===== src/rtl/xbus_pkg.sv =====
`timescale 1ns/1ps
// Shared types for the external bus sequencer.
// Assumes a 32-bit request data path and a bus of up to 16 bits.
package xbus_pkg;

    localparam int XB_DATA_W = 32;
    localparam int XB_BUS_W  = 16;
    localparam int XB_DLY_W  = 4;
    localparam int XB_WIN_W  = 5;

    typedef enum logic [2:0] {
        ST_IDLE, ST_ADDR, ST_LEAD, ST_STRB, ST_GAP, ST_TAIL, ST_DONE, ST_RECV
    } seq_state_t;

    // Timing fields held for the length of one access.
    typedef struct packed {
        logic [XB_DLY_W-1:0] wr_dly;
        logic [XB_DLY_W-1:0] rd_dly;
        logic [XB_DLY_W-1:0] hold_len;
        logic [XB_DLY_W-1:0] flt_len;
        logic [XB_DLY_W-1:0] rec_len;
        logic                wide;
        logic                autoinc;
    } bus_timing_t;

    // Number of bus beats minus one for a size code and bus width.
    function automatic logic [1:0] beats_m1(input logic [1:0] size, input logic wide);
        case (size)
            2'd0:    return 2'd0;
            2'd1:    return wide ? 2'd0 : 2'd1;
            default: return wide ? 2'd1 : 2'd3;
        endcase
    endfunction

endpackage


===== src/rtl/xbus_cfg_dec.sv =====
`timescale 1ns/1ps
// Decodes the region delay/size word and the common word into phase
// lengths. A disabled phase gets length zero. Assumes both words are
// stable while a request is being accepted.
module xbus_cfg_dec
    import xbus_pkg::*;
(
    input  logic [31:0]         cfg_word,
    input  logic [15:0]         com_word,
    output bus_timing_t         timing,
    output logic [XB_DLY_W-1:0] pre_len,
    output logic [XB_WIN_W-1:0] win_log2
);

    logic unused_cfg_bits;

    // Field extraction and phase gating.
    always_comb begin
        timing.wr_dly   = cfg_word[3:0];
        timing.rd_dly   = cfg_word[7:4];
        timing.rec_len  = cfg_word[8]  ? com_word[3:0]   : '0;
        timing.hold_len = cfg_word[9]  ? com_word[7:4]   : '0;
        timing.flt_len  = cfg_word[10] ? com_word[11:8]  : '0;
        pre_len         = cfg_word[11] ? com_word[15:12] : '0;
        timing.wide     = cfg_word[12];
        timing.autoinc  = cfg_word[13];
        win_log2        = cfg_word[20:16];
    end

    assign unused_cfg_bits = ^{cfg_word[31:21], cfg_word[15:14]};

endmodule


===== src/rtl/xbus_win_chk.sv =====
`timescale 1ns/1ps
// Flags an offset at or beyond a window of 2^N bytes: any set address
// bit at position N or above. N at or above ADDR_W never flags.
module xbus_win_chk
    import xbus_pkg::*;
#(
    parameter int ADDR_W = 16
) (
    input  logic [ADDR_W-1:0]   addr,
    input  logic [XB_WIN_W-1:0] win_log2,
    output logic                out_of_win
);

    logic [ADDR_W-1:0] hit;

    // One compare per address bit.
    for (genvar i = 0; i < ADDR_W; i++) begin : g_bit
        assign hit[i] = addr[i] && (i >= int'(win_log2));
    end

    assign out_of_win = |hit;

endmodule


===== src/rtl/xbus_lane.sv =====
`timescale 1ns/1ps
// Lane steering: picks the write byte or halfword for the current beat
// and packs sampled read data into its lane. Little-endian beat order.
// Lanes above the request size stay zero after clear.
module xbus_lane
    import xbus_pkg::*;
#(
    parameter int DATA_W = XB_DATA_W,
    parameter int BUS_W  = XB_BUS_W
) (
    input  logic              clk,
    input  logic              rst_n,
    input  logic              clear,
    input  logic              cap_en,
    input  logic              wide,
    input  logic [1:0]        size,
    input  logic [1:0]        beat_idx,
    input  logic [DATA_W-1:0] wdata,
    input  logic [BUS_W-1:0]  bus_din,
    output logic [BUS_W-1:0]  bus_dout,
    output logic [DATA_W-1:0] rdata
);

    localparam int NBYTE  = DATA_W / 8;
    localparam int HALF_B = BUS_W / 8;
    localparam int BIDX_W = $clog2(NBYTE);

    logic [3:0] size_bytes;

    // Bytes covered by the request size.
    always_comb begin
        case (size)
            2'd0:    size_bytes = 4'd1;
            2'd1:    size_bytes = 4'd2;
            default: size_bytes = 4'(NBYTE);
        endcase
    end

    // Write lane for the current beat.
    always_comb begin
        if (wide) begin
            bus_dout = BUS_W'(wdata >> (int'(beat_idx) * BUS_W));
        end else begin
            bus_dout = {{(BUS_W-8){1'b0}}, wdata[8*int'(beat_idx) +: 8]};
        end
    end

    for (genvar j = 0; j < NBYTE; j++) begin : g_byte
        logic       lane_hit;
        logic [7:0] lane_src;

        assign lane_hit = (wide ? (beat_idx == BIDX_W'(j / HALF_B))
                                : (beat_idx == BIDX_W'(j)))
                          && (j < int'(size_bytes));
        assign lane_src = wide ? bus_din[8*(j % HALF_B) +: 8] : bus_din[7:0];

        // Capture register for byte lane j.
        always_ff @(posedge clk) begin
            if (!rst_n) begin
                rdata[8*j +: 8] <= '0;
            end else if (clear) begin
                rdata[8*j +: 8] <= '0;
            end else if (cap_en && lane_hit) begin
                rdata[8*j +: 8] <= lane_src;
            end
        end
    end

endmodule


===== src/rtl/xbus_seq.sv =====
`timescale 1ns/1ps
// External bus cycle sequencer for one region.
// Per access: address phase (1 + optional pre-strobe cycles, CS high),
// one lead cycle with CS low, then per beat a strobe of delay+1 cycles
// with a one-cycle gap between beats, an optional hold (write) or
// float (read) tail, a done cycle with CS high and a response pulse,
// then optional recovery before the next request is taken.
// Assumes cfg_word/com_word are valid in the accepting cycle; their
// fields are held internally for the rest of the access.
module xbus_seq
    import xbus_pkg::*;
#(
    parameter int ADDR_W = 16
) (
    input  logic                 clk,
    input  logic                 rst_n,
    input  logic [31:0]          cfg_word,
    input  logic [15:0]          com_word,
    input  logic                 err_clr,
    output logic                 err_flag,
    input  logic                 req_valid,
    output logic                 req_ready,
    input  logic [ADDR_W-1:0]    req_addr,
    input  logic [1:0]           req_size,
    input  logic                 req_write,
    input  logic [XB_DATA_W-1:0] req_wdata,
    output logic                 rsp_valid,
    output logic [XB_DATA_W-1:0] rsp_rdata,
    output logic                 bus_cs_n,
    output logic                 bus_rd_n,
    output logic                 bus_wr_n,
    output logic [ADDR_W-1:0]    bus_addr,
    output logic [XB_BUS_W-1:0]  bus_dout,
    output logic                 bus_doe,
    input  logic [XB_BUS_W-1:0]  bus_din
);

    localparam int CNT_W = XB_DLY_W;

    bus_timing_t           tm_live, tm_q;
    logic [CNT_W-1:0]      pre_live;
    logic [XB_WIN_W-1:0]   win_log2;
    logic                  win_bad;

    seq_state_t            state, state_n;
    logic [CNT_W-1:0]      cnt, cnt_n;
    logic [1:0]            beat_q, nbeat_m1_q, size_q;
    logic                  write_q;
    logic [XB_DATA_W-1:0]  wdata_q;
    logic [ADDR_W-1:0]     addr_q;
    logic                  err_q;
    logic                  cs_n_q, rd_n_q, wr_n_q, doe_q;

    logic                  acc, good_req, bad_req;
    logic                  last_beat, beat_end, write_nx;
    logic [CNT_W-1:0]      strobe_len, tail_len;

    xbus_cfg_dec u_dec (
        .cfg_word (cfg_word),
        .com_word (com_word),
        .timing   (tm_live),
        .pre_len  (pre_live),
        .win_log2 (win_log2)
    );

    xbus_win_chk #(.ADDR_W(ADDR_W)) u_win (
        .addr       (req_addr),
        .win_log2   (win_log2),
        .out_of_win (win_bad)
    );

    assign acc        = (state == ST_IDLE) && req_valid;
    assign good_req   = acc && !win_bad;
    assign bad_req    = acc && win_bad;
    assign last_beat  = (beat_q == nbeat_m1_q);
    assign beat_end   = (state == ST_STRB) && (cnt == '0);
    assign strobe_len = write_q ? tm_q.wr_dly : tm_q.rd_dly;
    assign tail_len   = write_q ? tm_q.hold_len : tm_q.flt_len;
    assign write_nx   = good_req ? req_write : write_q;

    // Next-state and phase counter logic.
    always_comb begin
        state_n = state;
        cnt_n   = cnt;
        case (state)
            ST_IDLE: begin
                if (good_req) begin
                    state_n = ST_ADDR;
                    cnt_n   = pre_live;
                end
            end
            ST_ADDR: begin
                if (cnt == '0) state_n = ST_LEAD;
                else           cnt_n   = cnt - 1'b1;
            end
            ST_LEAD: begin
                state_n = ST_STRB;
                cnt_n   = strobe_len;
            end
            ST_STRB: begin
                if (cnt != '0) begin
                    cnt_n = cnt - 1'b1;
                end else if (!last_beat) begin
                    state_n = ST_GAP;
                end else if (tail_len == '0) begin
                    state_n = ST_DONE;
                end else begin
                    state_n = ST_TAIL;
                    cnt_n   = tail_len - 1'b1;
                end
            end
            ST_GAP: begin
                state_n = ST_STRB;
                cnt_n   = strobe_len;
            end
            ST_TAIL: begin
                if (cnt == '0) state_n = ST_DONE;
                else           cnt_n   = cnt - 1'b1;
            end
            ST_DONE: begin
                if (tm_q.rec_len == '0) begin
                    state_n = ST_IDLE;
                end else begin
                    state_n = ST_RECV;
                    cnt_n   = tm_q.rec_len - 1'b1;
                end
            end
            ST_RECV: begin
                if (cnt == '0) state_n = ST_IDLE;
                else           cnt_n   = cnt - 1'b1;
            end
            default: state_n = ST_IDLE;
        endcase
    end

    // State and counter registers.
    always_ff @(posedge clk) begin
        if (!rst_n) begin
            state <= ST_IDLE;
            cnt   <= '0;
        end else begin
            state <= state_n;
            cnt   <= cnt_n;
        end
    end

    // Request capture and beat/address progression.
    always_ff @(posedge clk) begin
        if (!rst_n) begin
            tm_q       <= '0;
            size_q     <= '0;
            write_q    <= 1'b0;
            wdata_q    <= '0;
            addr_q     <= '0;
            beat_q     <= '0;
            nbeat_m1_q <= '0;
        end else if (good_req) begin
            tm_q       <= tm_live;
            size_q     <= req_size;
            write_q    <= req_write;
            wdata_q    <= req_wdata;
            addr_q     <= req_addr;
            beat_q     <= '0;
            nbeat_m1_q <= beats_m1(req_size, tm_live.wide);
        end else if (beat_end && !last_beat) begin
            beat_q <= beat_q + 1'b1;
            if (tm_q.autoinc) begin
                addr_q <= addr_q + ADDR_W'(tm_q.wide ? 2 : 1);
            end
        end
    end

    // Sticky window error; a new error wins over a clear.
    always_ff @(posedge clk) begin
        if (!rst_n)       err_q <= 1'b0;
        else if (bad_req) err_q <= 1'b1;
        else if (err_clr) err_q <= 1'b0;
    end

    // Registered bus control pins, decoded from the next state.
    always_ff @(posedge clk) begin
        if (!rst_n) begin
            cs_n_q <= 1'b1;
            rd_n_q <= 1'b1;
            wr_n_q <= 1'b1;
            doe_q  <= 1'b0;
        end else begin
            cs_n_q <= !(state_n inside {ST_LEAD, ST_STRB, ST_GAP, ST_TAIL});
            rd_n_q <= !((state_n == ST_STRB) && !write_q);
            wr_n_q <= !((state_n == ST_STRB) && write_q);
            doe_q  <= write_nx
                      && (state_n inside {ST_ADDR, ST_LEAD, ST_STRB, ST_GAP, ST_TAIL});
        end
    end

    xbus_lane #(.DATA_W(XB_DATA_W), .BUS_W(XB_BUS_W)) u_lane (
        .clk      (clk),
        .rst_n    (rst_n),
        .clear    (good_req),
        .cap_en   (beat_end && !write_q),
        .wide     (tm_q.wide),
        .size     (size_q),
        .beat_idx (beat_q),
        .wdata    (wdata_q),
        .bus_din  (bus_din),
        .bus_dout (bus_dout),
        .rdata    (rsp_rdata)
    );

    assign req_ready = (state == ST_IDLE);
    assign rsp_valid = (state == ST_DONE);
    assign err_flag  = err_q;
    assign bus_cs_n  = cs_n_q;
    assign bus_rd_n  = rd_n_q;
    assign bus_wr_n  = wr_n_q;
    assign bus_doe   = doe_q;
    assign bus_addr  = addr_q;

    // Strobes never overlap.
    p_strobe_excl_r2: assert property (@(posedge clk) disable iff (!rst_n)
        !(!bus_rd_n && !bus_wr_n));

    // Chip select already low in the cycle before a strobe falls.
    p_cs_leads_r3: assert property (@(posedge clk) disable iff (!rst_n)
        ($fell(bus_rd_n) || $fell(bus_wr_n)) |-> !$past(bus_cs_n));

    // A strobe only appears inside chip select.
    p_strobe_in_cs_r4: assert property (@(posedge clk) disable iff (!rst_n)
        (!bus_rd_n || !bus_wr_n) |-> !bus_cs_n);

    // Data driven while writing.
    p_wr_drives_r8: assert property (@(posedge clk) disable iff (!rst_n)
        !bus_wr_n |-> bus_doe);

    // Bus released while reading.
    p_rd_floats_r9: assert property (@(posedge clk) disable iff (!rst_n)
        !bus_rd_n |-> !bus_doe);

    // Response is a single pulse, in the cycle chip select rises.
    p_rsp_pulse_r11: assert property (@(posedge clk) disable iff (!rst_n)
        rsp_valid |=> !rsp_valid);
    p_rsp_at_cs_rise_r11: assert property (@(posedge clk) disable iff (!rst_n)
        rsp_valid |-> $rose(bus_cs_n));

    // Out-of-window request: flag set, no bus cycle, still ready.
    p_err_no_cycle_r12: assert property (@(posedge clk) disable iff (!rst_n)
        (req_valid && req_ready && win_bad) |=> (err_flag && bus_cs_n && req_ready));

    // Clear without a competing error empties the flag.
    p_err_clear_r13: assert property (@(posedge clk) disable iff (!rst_n)
        (err_clr && !(req_valid && req_ready && win_bad)) |=> !err_flag);

endmodule


===== config.mk =====
export PLATFORM = sky130hd
export DESIGN_NAME = xbus_seq
export DESIGN_NICKNAME = d
export VERILOG_FILES = /design/src/rtl/xbus_pkg.sv /design/src/rtl/xbus_cfg_dec.sv /design/src/rtl/xbus_win_chk.sv /design/src/rtl/xbus_lane.sv /design/src/rtl/xbus_seq.sv
export SDC_FILE = /design/constraint.sdc
export NUM_CORES = 1
export LEC_CHECK = 0
export ABC_AREA = 1
export BUFFER_PORTS_ARGS = -buffer_cell sky130_fd_sc_hd__buf_2
export CORE_MARGIN = 2
export CORE_UTILIZATION = 40
export DETAILED_ROUTE_END_ITERATION = 8
export PLACE_DENSITY = 0.75
export SETUP_SLACK_MARGIN = 0.5
export SLEW_MARGIN = 20
export SYNTH_ARGS = -nofsm -noshare
export SYNTH_HDL_FRONTEND = slang
export SYNTH_SLANG_ARGS = --single-unit
export TNS_END_PERCENT = 30

===== constraint.sdc =====
create_clock -name clk -period 2.5 [get_ports clk]
set_input_delay 0.5 -clock clk [delete_from_list [all_inputs] [get_ports clk]]
set_output_delay 0.5 -clock clk [all_outputs]
set_load 0.1 [all_outputs]

==> reports/summary.log <==
[run_status] result of the run complete, no violations
[floorplanning] number of ports placed on the die boundary 190
[yosys] total number of yosys warnings 0
[drt] Pre-Repair DR Iteration Count 5
[clock_network] root cell of the clock tree sky130_fd_sc_hd__clkbuf_16
[timing] Least-Margin Pin Slew 0.516 ns
[critical_path] data required time at the worst endpoint 2.00 ns
[drt] wire length per cell 14.6 um
[yosys] number of instances in the synthesized netlist 878
[global_routing] maximum number of pins on one net before global-route repair 74
[timing] maximum clock frequency 454 MHz
[floorplanning] die area 16300 um^2
[run] max-cap viol count 0
[global_routing] via count of the first global-routing pass 5969
[critical_path] class of the most critical setup path reg2out
[floorplanning] height of the die 128 um
[drt] number of vias in the routed layout 6550
[yosys] Post-Syn Nets 1011
[placement] post-DP HPWL 12400 um
[clock_network] clock buffers created by TritonCTS 17
[placement] Buffers on Ports 176
[clock_network] H-tree depth reported by CTS 4
[global_routing] wire length of the first global-routing pass 28800 um
[timing] worst hold slack 0.295 ns
[timing] worst slew slack as a fraction of its limit 65.8%
[global_routing] antenna violations before repair 1
[timing] Max Slew Vio Count 0
[clock_network] clock latency reported for the late side of the worst-skew pair 0.42 ns
[power_and_ir_drop] Leak Pwr 3.72 nW
[finish] final std cells w/o fill 1281
[finish] area grow syn2layout 43.4%
[clock_network] number of buffers on the longest clock path 2
[yosys] unique cell type count in the Yosys netlist 44
[critical_path] maximum single-stage delay on the critical path 0.46 ns
[global_routing] total overflow reported by the global router 0
[yosys] post-synthesis cell area 6110 um^2
[clock_network] Post-CTS Hold Buffers 0
[placement] number of placed instances with taps included 1221
[power_and_ir_drop] ratio of total power to cell area 757 nW/um^2
[floorplanning] Core Rows 45
[floorplanning] starting density of the core 40.5%
[finish] ratio of cells with drive above 1 in the final layout 31.9%
[finish] commonest non-fill, non-tap cells in the layout sky130_fd_sc_hd__nand2_1 (239), sky130_fd_sc_hd__buf_2 (159), sky130_fd_sc_hd__dfxtp_1 (112)
[critical_path] cell with the biggest individual delay on the critical path sky130_fd_sc_hd__dfxtp_4
[drt] DRC marker count from the first detailed-route iteration 328
[drt] post-route ant nets 0
[yosys] number of register bits inferred by synthesis 121
[timing] final hold vios 0
[drt] Residual DRC 0
[finish] Final #Nets 1213
[placement] Post-Place Setup Slack 0.144 ns
[critical_path] ordered cell list for the critical path inv_8 -> buf_4 -> nand2_1 -> buf_4 -> o21ai_4 -> buf_12
[yosys] proportion of synthesized flip-flops having asynchronous set or reset 0%
[yosys] number of synthesized flops with an enable pin 0
[drt] Routed WL 18700 um
[clock_network] clock sink count 121
[timing] Final setup violation count 0
[placement] last weighted congestion value of the routability-driven placer 0.907
[yosys] Synth Flop Type sky130_fd_sc_hd__dfxtp_1
[finish] antenna diode count 0
[floorplanning] horizontal extent of the die 128 um
[yosys] synthesized area divided by synthesized cell count 6.96 um^2
[timing] post-route clock skew 0.0111 ns
[worst_hold_path] Min-Delay Path Class in2reg
[timing] period utilization 88.0%
[critical_path] Max FO, Critical Path 8
[power_and_ir_drop] peak ir drop on the vdd network 590 uV
[critical_path] most common cell type on the critical path sky130_fd_sc_hd__buf_4
[timing] fin worst setup slack 0.299 ns
[floorplanning] area of the core 15100 um^2
[clock_network] CTS clk-pin slew, worst paths 0.05 ns
[critical_path] Startpoint Class flip-flop
[yosys] share of synthesized area occupied by flip-flops and latches 39.6%
[drt] Vias per Instance 5.11
[critical_path] Data arrival, critical path 1.70 ns
[finish] most common cell after layout, fill and taps aside sky130_fd_sc_hd__nand2_1
[finish] final standard cell utilization of the core 58.1%
[global_routing] combined global-route utilization of all metal layers 22.3%
[finish] Final Instance Area 8760 um^2
[clock_network] clock tree from TritonCTS built
[critical_path] Critical Path End Type primary output
[power_and_ir_drop] PnR Total Power 6.63 mW
[timing] unrepaired setup endpoints after global routing yes
[timing] Setup TNS Final 0 ns
[timing] minimum clock period after layout 2.20 ns
[placement] total placed instance area 7560 um^2
-- sequential cells by signal, summed over array words and instances, names as in the netlist, 2 cells and up --
signal / cells
wdata_q: 32
beat_q: 2
tm_q: 22
u_lane.rdata: 32
state: 3
bus_addr: 16
cnt: 4
size_q: 2
nbeat_m1_q: 2
-- power breakdown --
group	switching (mW)	internal [mW]
sequential	0.116	2.08
combinational	1.34	0.659
clock	0.898	1.55
-- critical path: cells and delay by family, from the launching register on --
family / cells / cell delay (ns)
AO/OA/AOI/OAI: 1 / 0.11
buffers and inverters: 4 / 0.66
flip-flops: 1 / 0.46
AND/OR/NAND/NOR: 1 / 0.05
-- kinds of logic (layout without fill, tap and decap cells) --
group | after synthesis | in the layout | share of synthesized area (%)
XOR/XNOR | 14 | 14 | 2.01
AO/OA/AOI/OAI | 232 | 232 | 20.7
flip-flops | 121 | 121 | 39.6
AND/OR/NAND/NOR | 361 | 361 | 25.4
buffers and inverters | 136 | 351 | 9.26
adder cells (fa/ha/maj) | 14 | 14 | 2.99
-- synth_stat cells, types with 2 or more instances --
library cell,number,share of area [%]
sky130_fd_sc_hd__a211oi_2,3,0.61
sky130_fd_sc_hd__a21oi_1,112,9.2
sky130_fd_sc_hd__a22o_1,4,0.57
sky130_fd_sc_hd__a31oi_1,7,0.72
sky130_fd_sc_hd__buf_1,3,0.18
sky130_fd_sc_hd__buf_2,14,1.1
sky130_fd_sc_hd__buf_4,4,0.49
sky130_fd_sc_hd__buf_6,3,0.55
sky130_fd_sc_hd__clkbuf_1,15,0.92
sky130_fd_sc_hd__clkinv_1,2,0.12
sky130_fd_sc_hd__dfxtp_1,121,40
sky130_fd_sc_hd__ha_1,13,2.7
sky130_fd_sc_hd__inv_1,87,5.3
sky130_fd_sc_hd__inv_2,8,0.49
sky130_fd_sc_hd__nand2_1,243,15
sky130_fd_sc_hd__nand2_2,4,0.41
sky130_fd_sc_hd__nand3_1,44,3.6
sky130_fd_sc_hd__nand3_2,2,0.33
sky130_fd_sc_hd__nand3b_1,4,0.49
sky130_fd_sc_hd__nand4_1,6,0.61
sky130_fd_sc_hd__nor2_1,30,1.8
sky130_fd_sc_hd__nor2_2,5,0.51
sky130_fd_sc_hd__nor3_1,5,0.41
sky130_fd_sc_hd__o211ai_1,5,0.61
sky130_fd_sc_hd__o21a_1,9,1.1
sky130_fd_sc_hd__o21ai_0,77,6.3
sky130_fd_sc_hd__o21ai_1,4,0.33
sky130_fd_sc_hd__o22ai_1,8,0.82
sky130_fd_sc_hd__or2_0,2,0.20
sky130_fd_sc_hd__or2_2,8,0.82
sky130_fd_sc_hd__xnor2_1,3,0.43
sky130_fd_sc_hd__xor2_1,11,1.6
-- worst paths after layout --
check                     from      endpoint  slack, ns  cells after the start
hold / removal    com_word[11]       tm_q[9]       0.30                      3
hold reg to reg     wdata_q[2]    wdata_q[2]       0.45                      2
setup / recovery       tm_q[1]   bus_dout[3]       0.30                      6
setup reg to reg       tm_q[1]  bus_addr[10]       0.35                     12
-- what timing repair did --
action                                  CTS  global route
resized for setup                        81            29
endpoints found under the setup margin   59            77
pin swaps                                30            20
setup buffers                             2            22
cloned                                    3             1
-- layout make-up --
cell class	instances	area, um^2
timing repair buffer	222	1640
clock buffer	21	472
inverter	97	377
sequential	121	2440
tap	188	235
fill	1403	6330
multi-input combinational	621	3470
clock inverter	11	120
-- per-layer routing --
| metal | global-route usage (%) | up-vias | routed length (um) |
|---|---|---|---|
| met2 | 36.6 | 237 | 8930 |
| met1 | 28.5 | 2990 | 8230 |
| met4 | 7.56 | 2 | 290 |
| met3 | 5.78 | 31 | 1260 |
| li1 | - | 3290 | - |
| met5 | 0 | - | 13 |
No activity file was read; power rests on OpenSTA's default activity.
